## src/rtl/tmr_pkg.sv

```systemverilog
package tmr_pkg;
  localparam int DATA_W  = 32;
  localparam int EN_POS  = 31;
  localparam int PER_POS = 30;

  typedef struct packed {
    logic loadCfg;
    logic reloadCnt;
    logic decCnt;
    logic stopRun;
  } tmrStrobe_t;
endpackage

```

## src/rtl/tmr_ctrl.sv

```systemverilog
module tmr_ctrl
  import tmr_pkg::*;
(
  input  logic       clk,
  input  logic       rstN,
  input  logic       tickEn,
  input  logic       valWr,
  input  logic       clrWr,
  input  logic       runEn,
  input  logic       perMode,
  input  logic       remZero,
  output tmrStrobe_t strobe,
  output logic       irq
);
  logic expire;

  // A write to the value register suppresses the tick in the same cycle.
  assign expire = runEn && tickEn && remZero && !valWr;

  always_comb begin
    strobe.loadCfg   = valWr;
    strobe.reloadCnt = expire && perMode;
    strobe.stopRun   = expire && !perMode;
    strobe.decCnt    = runEn && tickEn && !remZero && !valWr;
  end

  // An expiry takes priority over a clear in the same cycle.
  always_ff @(posedge clk or negedge rstN) begin
    if (!rstN)       irq <= 1'b0;
    else if (expire) irq <= 1'b1;
    else if (clrWr)  irq <= 1'b0;
  end
endmodule

```

## src/rtl/tmr_datapath.sv

```systemverilog
module tmr_datapath
  import tmr_pkg::*;
#(
  parameter int CNT_W = 29
) (
  input  logic             clk,
  input  logic             rstN,
  input  tmrStrobe_t       strobe,
  input  logic             wrEn,
  input  logic             wrPer,
  input  logic [CNT_W-1:0] wrCnt,
  output logic             runEn,
  output logic             perMode,
  output logic [CNT_W-1:0] remCnt,
  output logic             remZero
);
  logic [CNT_W-1:0] reloadVal;

  always_ff @(posedge clk or negedge rstN) begin
    if (!rstN) begin
      runEn     <= 1'b0;
      perMode   <= 1'b0;
      reloadVal <= '0;
      remCnt    <= '0;
    end else if (strobe.loadCfg) begin
      runEn     <= wrEn;
      perMode   <= wrPer;
      reloadVal <= wrCnt;
      remCnt    <= wrCnt;
    end else if (strobe.reloadCnt) begin
      remCnt <= reloadVal;
    end else if (strobe.stopRun) begin
      runEn <= 1'b0;
    end else if (strobe.decCnt) begin
      remCnt <= remCnt - 1'b1;
    end
  end

  assign remZero = (remCnt == '0);
endmodule

```

## src/rtl/tick_alarm_timer.sv

```systemverilog
module tick_alarm_timer
  import tmr_pkg::*;
#(
  parameter int CNT_W = 29
) (
  input  logic              clk,
  input  logic              rstN,
  input  logic              tickEn,
  input  logic              regWe,
  input  logic              regAddr,
  input  logic [DATA_W-1:0] regWdata,
  output logic [DATA_W-1:0] regRdata,
  output logic              irq
);
  localparam int PAD_W = PER_POS - CNT_W;

  tmrStrobe_t       strobe;
  logic             valWr, clrWr;
  logic             runEn, perMode, remZero;
  logic [CNT_W-1:0] remCnt;
  logic [DATA_W-1:0] valView;

  assign valWr = regWe && (regAddr == 1'b0);
  assign clrWr = regWe && (regAddr == 1'b1) && regWdata[0];

  tmr_ctrl ctrl_i (
    .clk(clk), .rstN(rstN), .tickEn(tickEn), .valWr(valWr), .clrWr(clrWr),
    .runEn(runEn), .perMode(perMode), .remZero(remZero),
    .strobe(strobe), .irq(irq)
  );

  tmr_datapath #(.CNT_W(CNT_W)) dp_i (
    .clk(clk), .rstN(rstN), .strobe(strobe),
    .wrEn(regWdata[EN_POS]), .wrPer(regWdata[PER_POS]),
    .wrCnt(regWdata[CNT_W-1:0]),
    .runEn(runEn), .perMode(perMode), .remCnt(remCnt), .remZero(remZero)
  );

  generate
    if (PAD_W > 0) begin : g_pad
      assign valView = {runEn, perMode, {PAD_W{1'b0}}, remCnt};
    end else begin : g_nopad
      assign valView = {runEn, perMode, remCnt};
    end
  endgenerate

  assign regRdata = regAddr ? {{(DATA_W-1){1'b0}}, irq} : valView;
endmodule

```

## config.mk

```make
export PLATFORM = sky130hd
export DESIGN_NAME = tick_alarm_timer
export DESIGN_NICKNAME = d
export VERILOG_FILES = /design/src/rtl/tmr_pkg.sv /design/src/rtl/tmr_ctrl.sv /design/src/rtl/tmr_datapath.sv /design/src/rtl/tick_alarm_timer.sv
export SDC_FILE = /design/constraint.sdc
export NUM_CORES = 1
export LEC_CHECK = 0
export BUFFER_PORTS_ARGS = -buffer_cell sky130_fd_sc_hd__buf_4
export CAP_MARGIN = 20
export CORE_MARGIN = 2
export CORE_UTILIZATION = 40
export DETAILED_ROUTE_END_ITERATION = 8
export GPL_TIMING_DRIVEN = 0
export PLACE_DENSITY = 0.72
export SLEW_MARGIN = 20
export SYNTH_ARGS = -nofsm -noshare
export SYNTH_HDL_FRONTEND = slang
export SYNTH_SLANG_ARGS = --single-unit
```

## constraint.sdc

```tcl
create_clock -name clk -period 2.9 [get_ports clk]
set_input_delay 0.29 -clock clk [delete_from_list [all_inputs] [get_ports clk]]
set_output_delay 0.29 -clock clk [all_outputs]
set_load 0.005 [all_outputs]
```

Yosys cells after proc, flatten, opt, wreduce, memory -nomap -nowiden
Cells that the tools add are included.
{"block": "totals", "register_bits": 61, "elab_cells": 38, "inputBits": 37}
{"block": "op_classes", "reduce_logical": 19, "n_addsub": 1, "n_eq_ne": 2, "mux": 10, "bitwise_logic": 1}
{"operator": "$mux 29", "count": 4}
{"operator": "$mux 32", "count": 1}
{"operator": "$logic_not 29->1", "count": 1}
{"operator": "$sub 29x1->29 const B", "count": 1}
{"operator": "$logic_and 1x1->1", "count": 10}
{"operator": "$mux 1", "count": 5}
{"operator": "$reduce_and 2->1", "count": 2}
{"operator": "$reduce_bool 2->1", "count": 2}
{"operator": "$logic_not 1->1", "count": 3}
{"operator": "$ne 3x1->1 const B", "count": 1}
{"operator": "$reduce_bool 3->1", "count": 1}
{"operator": "$ne 2x1->1 const B", "count": 1}
{"operator": "$not 1->1", "count": 1}

Logic depth before layout (Yosys ltp)
{"block": "depth", "depth_word": 8, "mapped_depth": 11}

By module
From an unflattened synthesis, not the netlist that was laid out.
{"block": "unflattened", "cells_unflattened": 334, "hier_area_um2": 3315.7}
{"mod": "tmr_datapath", "area_each_um2": 2990.4, "instances": 1, "seq_area_each_um2": 1501.4, "cells_per_inst": 286}
{"mod": "tick_alarm_timer", "area_each_um2": 240.2, "instances": 1, "seq_area_each_um2": 0.0, "cells_per_inst": 38}
{"mod": "tmr_ctrl", "area_each_um2": 85.1, "instances": 1, "seq_area_each_um2": 25.0, "cells_per_inst": 10}

Worst setup path before layout
OpenSTA, ideal clock, no wires.
{"block": "synth_path", "kind": "register to register", "startpoint": "reg dp_i.remCnt[21]", "endpoint": "reg dp_i.remCnt[9]", "path_slack_ns": 0.249, "arrival_time_ns": 2.530, "synth_period_minus_slack_ns": 2.651, "path_buffers": 2, "stages_incl_launch_ff": 9, "path_cell_list": "dfrtp_1 > or4_4 > or4_4 > or4_4 > buf_6 > nand2_8 > buf_6 > o21ai_1 > a22o_1"}
{"block": "synth_between", "elab_chain_len": 6, "word_cells_on_any_way": 13}
{"element": "start: declaration", "line": "tmr_datapath.sv:14", "source": "output logic [CNT_W-1:0] remCnt,"}
{"element": "start signal: assignment", "line": "tmr_datapath.sv:29", "source": "remCnt <= wrCnt;"}
{"element": "start signal: assignment", "line": "tmr_datapath.sv:31", "source": "remCnt <= reloadVal;"}
{"element": "start signal: assignment", "line": "tmr_datapath.sv:35", "source": "remCnt <= remCnt - 1'b1;"}
{"element": "$logic_not 29->1 (*)", "line": "tmr_datapath.sv:39", "source": "assign remZero = (remCnt == '0);"}
{"element": "$logic_and 1x1->1 / $logic_not 1->1 (equally long branches)", "line": "tmr_ctrl.sv:18, tmr_ctrl.sv:24"}
{"element": "$logic_and 1x1->1 (on tied branches)", "line": "tmr_ctrl.sv:18, tmr_ctrl.sv:24"}
{"element": "$logic_and 1x1->1 (on tied branches)", "line": "tmr_ctrl.sv:23, tmr_ctrl.sv:22, tmr_ctrl.sv:24"}
{"element": "$ne 3x1->1 (no source line) (tied with other cells)"}
{"element": "$reduce_and 2->1 (no source line) / $mux 29 (equally long branches)"}
Mark *: on every way between the ends. The rest lies on a longest branch, timed or not.
A chain may end at the register's enable or synchronous reset.

Worst setup path after layout
{"block": "layout_path", "startpoint": "reg dp_i.remCnt[21]", "endpoint": "reg dp_i.remCnt[11]"}
Same word-level chain as after synthesis.

==> flow_summary.yaml <==
routing:
  postRouteWirelength_um: 10300
  post_drt_wl_per_cell_um: 17.1
  dr.pass1.iters: 5
  drc: 0
  first_iter_violations: 330
  via_per_inst: 5.67
  num_vias: 3430
  antenna_left: 0
clock_tree:
  clk_latency_ps: 350
  hold_buffers: 0
  cts.sink_count: 61
  clock_tree.buffer_depth: 2
  cts_tree: "done"
  clkSlewWorstSetupHoldPaths_ps: 60
  ctsHtreeMaxLevel: 3
  clock-root-buffer: "clkbuf_8"
  cts_made_buffers: 9
worst_setup_path:
  r2r_end: "dp_i.remCnt[11]"
  worstPathArrival_ps: 3030
  crit_type: "reg2reg"
  critPathBufInv: 2
  reg2reg_setup_slack_ps: 100
  cp_common_cell: "or4_4"
  ff2ff_path_depth: 8
  worst_path_max_delay_cell: "or4_4"
  worst_setup_path_start_kind: "flop"
  path_cells: "or4_4, or4_4, or4_4, buf_6, nand2_8, buf_6, o21ai_1, a22o_1"
  cp-end-kind: "flop"
  crit_path_max_fanout: 10
  slowest_delay_ps: 590
  worstPathRequired_ps: 3140
  reg2reg_from: "dp_i.remCnt[21]"
  path_delay_family: "simple AND/OR/NAND/NOR gates"
sta:
  layout_worst_path_cycle_share: 0.964
  setup_tns_ps: 0
  slew_headroom: 0.422
  clock_skew_ps: 7.54
  tightest_slew_ps: 859
  hold_violations: 0
  period_minus_slack_ps: 2800
  fmax_ghz: 0.358
  maxSlewViolCount: 0
  setup_violations: 0
synthesis:
  ys_seq_area_frac: 0.441
  synth_seq_cells: 61
  synth_warnings: 0
  post_synth_num_cell_types: 52
  synth.most_common_cell: "nand2_1"
  synthCells: 412
  async_reset_ff_frac: 1.00
  synth_common_cells: "109 x nand2_1, 61 x dfrtp_1, 33 x nor2b_1, 28 x nor2_1, 23 x o21ai_0"
  syn-num-nets: 450
  synthFlopType: "dfrtp_1"
  syn_avg_cell_area_um2: 8.39
  synthTopCellsByArea: "dfrtp_1 44%, nand2_1 12%, nor2b_1 6.0%, o21ai_0 3.3%, nor2_1 3.0%"
  synth_top_area_cell: "dfrtp_1"
  syn-cell-area_um2: 3460
  synth_top_area_frac: 0.441
  synth_edf_count: 0
grt:
  grt_pass1_vias: 3339
  grt_pass1_wl_um: 17000
  grt_max_degree: 62
  grt_use_total: 0.225
  overflow: 0
  antenna_found_initial: 0
pwr:
  powerDensity_nw_per_um2: 564
  finalPower_uw: 2480
  ir_drop_v: 0.000234
  power.leakage_uw: 0.00203
final_layout:
  antennaDiodeCount: 0
  fin_util: 0.531
  drive_gt1_frac: 0.236
  syn2layout_area_growth_pct: 27.4
  instances_no_fill: 605
  fin_nets: 535
place:
  dp.cells: 584
  portBuffers: 67
  routabilityCongestion: 0.851
  dpl.hpwl_um: 7100
die:
  initial_core_util: 0.417
  die_w_um: 97.0
  die_h_um: 97.0
  pin_count: 70
  row_count: 33
  dieArea_um2: 9410
  core-area_um2: 8300
status:
  status: "completed"
job:
  cap_viol_max_count: 0
worst_hold_path:
  hp-class: "in2async"
-- through the flow --
step           area [µm²]  setup slack [ps]  hold WS (ps)
2_1_floorplan        3460               249         -5.59
3_3_place_gp         4090              -522           418
3_5_place_dp         4090              -519           424
4_1_cts              4320              78.0          51.1
5_1_grt              4400             -4.42          78.7
6_report             4400               104          11.0
-- logic make-up (layout without fill, tap and decap cells) --
| kind of cell | after synthesis | after routing | share of synthesized area |
|---|---|---|---|
| AO/OA/AOI/OAI | 81 | 81 | 0.160 |
| XOR/XNOR | 9 | 9 | 0.0228 |
| adder cells (fa/ha/maj) | 1 | 1 | 0.00362 |
| buffers and inverters | 30 | 118 | 0.0420 |
| flip-flops | 61 | 61 | 0.441 |
| multiplexers | 3 | 3 | 0.00868 |
| other | 1 | 1 | 0.00108 |
| AND/OR/NAND/NOR | 226 | 226 | 0.321 |
-- metal layers --
layer,GRT usage,vias up,wire length [µm]
li1,-,1617,-
met1,0.307,1611,4380
met2,0.350,179,4770
met3,0.0397,23,904
met4,0.0975,0,265
met5,0,-,0
-- sequential cells by signal (all words and copies together), names as in the netlist --
| signal | cells |
|---|---|
| ctrl_i.irq | 1 |
| dp_i.perMode | 1 |
| dp_i.reloadVal | 29 |
| dp_i.remCnt | 29 |
| dp_i.runEn | 1 |
-- worst reg2reg max path: stages, from the launching register on --
cell and delay, ps:
dfrtp_2 440, or4_4 590, or4_4 470, or4_4 530, buf_6 160, nand2_8 100
buf_6 150, o21ai_1 90, a22o_1 180
-- report_power, final --
part	internal [µW]	leakage (µW)	switching, µW
clock network	393	0.0000974	335
logic	314	0.00119	289
registers	990	0.000746	162
total	1700	0.00203	786
-- cell usage in the layout, fill, tap and decap left out, types with 2 or more instances in the layout --
master,Yosys,routed
xor2_1,5,5
nor3_1,10,10
nor2b_1,33,33
buf_4,1,77
a221oi_1,2,2
buf_6,3,3
o21ai_1,3,3
clkbuf_1,15,12
or3_1,7,7
buf_1,2,2
a21oi_1,7,7
nor4_2,0,2
clkbuf_4,0,2
nand4_1,4,4
buf_2,5,3
a22oi_1,5,5
dfrtp_1,61,59
or4_4,3,4
nand3_1,7,6
a21boi_0,3,3
nor2_1,28,28
inv_1,4,4
o2bb2ai_1,4,4
o41ai_1,2,2
dfrtp_2,0,2
clkbuf_8,0,13
xnor2_1,4,4
nor4_1,14,12
nand2_1,109,109
a31oi_1,4,3
a22o_1,7,7
o31ai_1,2,2
o21ai_0,23,23
o211ai_1,6,6
mux2i_1,3,3
a41oi_1,3,3
a2bb2oi_1,3,3
-- cell type report --
cell class                      instances  area, µm²
Fill cell                             780       3890
Multi-Input combinational cell        321       1850
Sequential cell                        61       1530
Timing Repair Buffer                   76        571
Clock buffer                           13        179
Tap cell                              105        131
Buffer                                 24        129
Inverter                                4       15.0
Clock inverter                          1       5.00
-- how the worst max path moves through the flow --
| stage | start | endpoint | slack (ps) | cells after the start |
|---|---|---|---|---|
| 6_report | dp_i.remCnt[21] | dp_i.remCnt[11] | 100 | 8 |
| 5_1_grt | dp_i.remCnt[12] | dp_i.remCnt[16] | -4 | 9 |
| 4_1_cts | dp_i.remCnt[21] | dp_i.remCnt[9] | 80 | 8 |
| 3_5_place_dp | dp_i.remCnt[0] | dp_i.remCnt[5] | -520 | 9 |
| 3_3_place_gp | dp_i.remCnt[0] | dp_i.remCnt[20] | -520 | 9 |
| 2_1_floorplan | dp_i.remCnt[21] | dp_i.remCnt[9] | 250 | 8 |
-- repair_timing --
action	in CTS	in global routing
pin swaps	1	2
endpoints found under the setup margin	29	21
hold endpoints to repair	0	0
buffers inserted	2	7
resized for setup	7	8
Power figures use the tool's default switching activity.
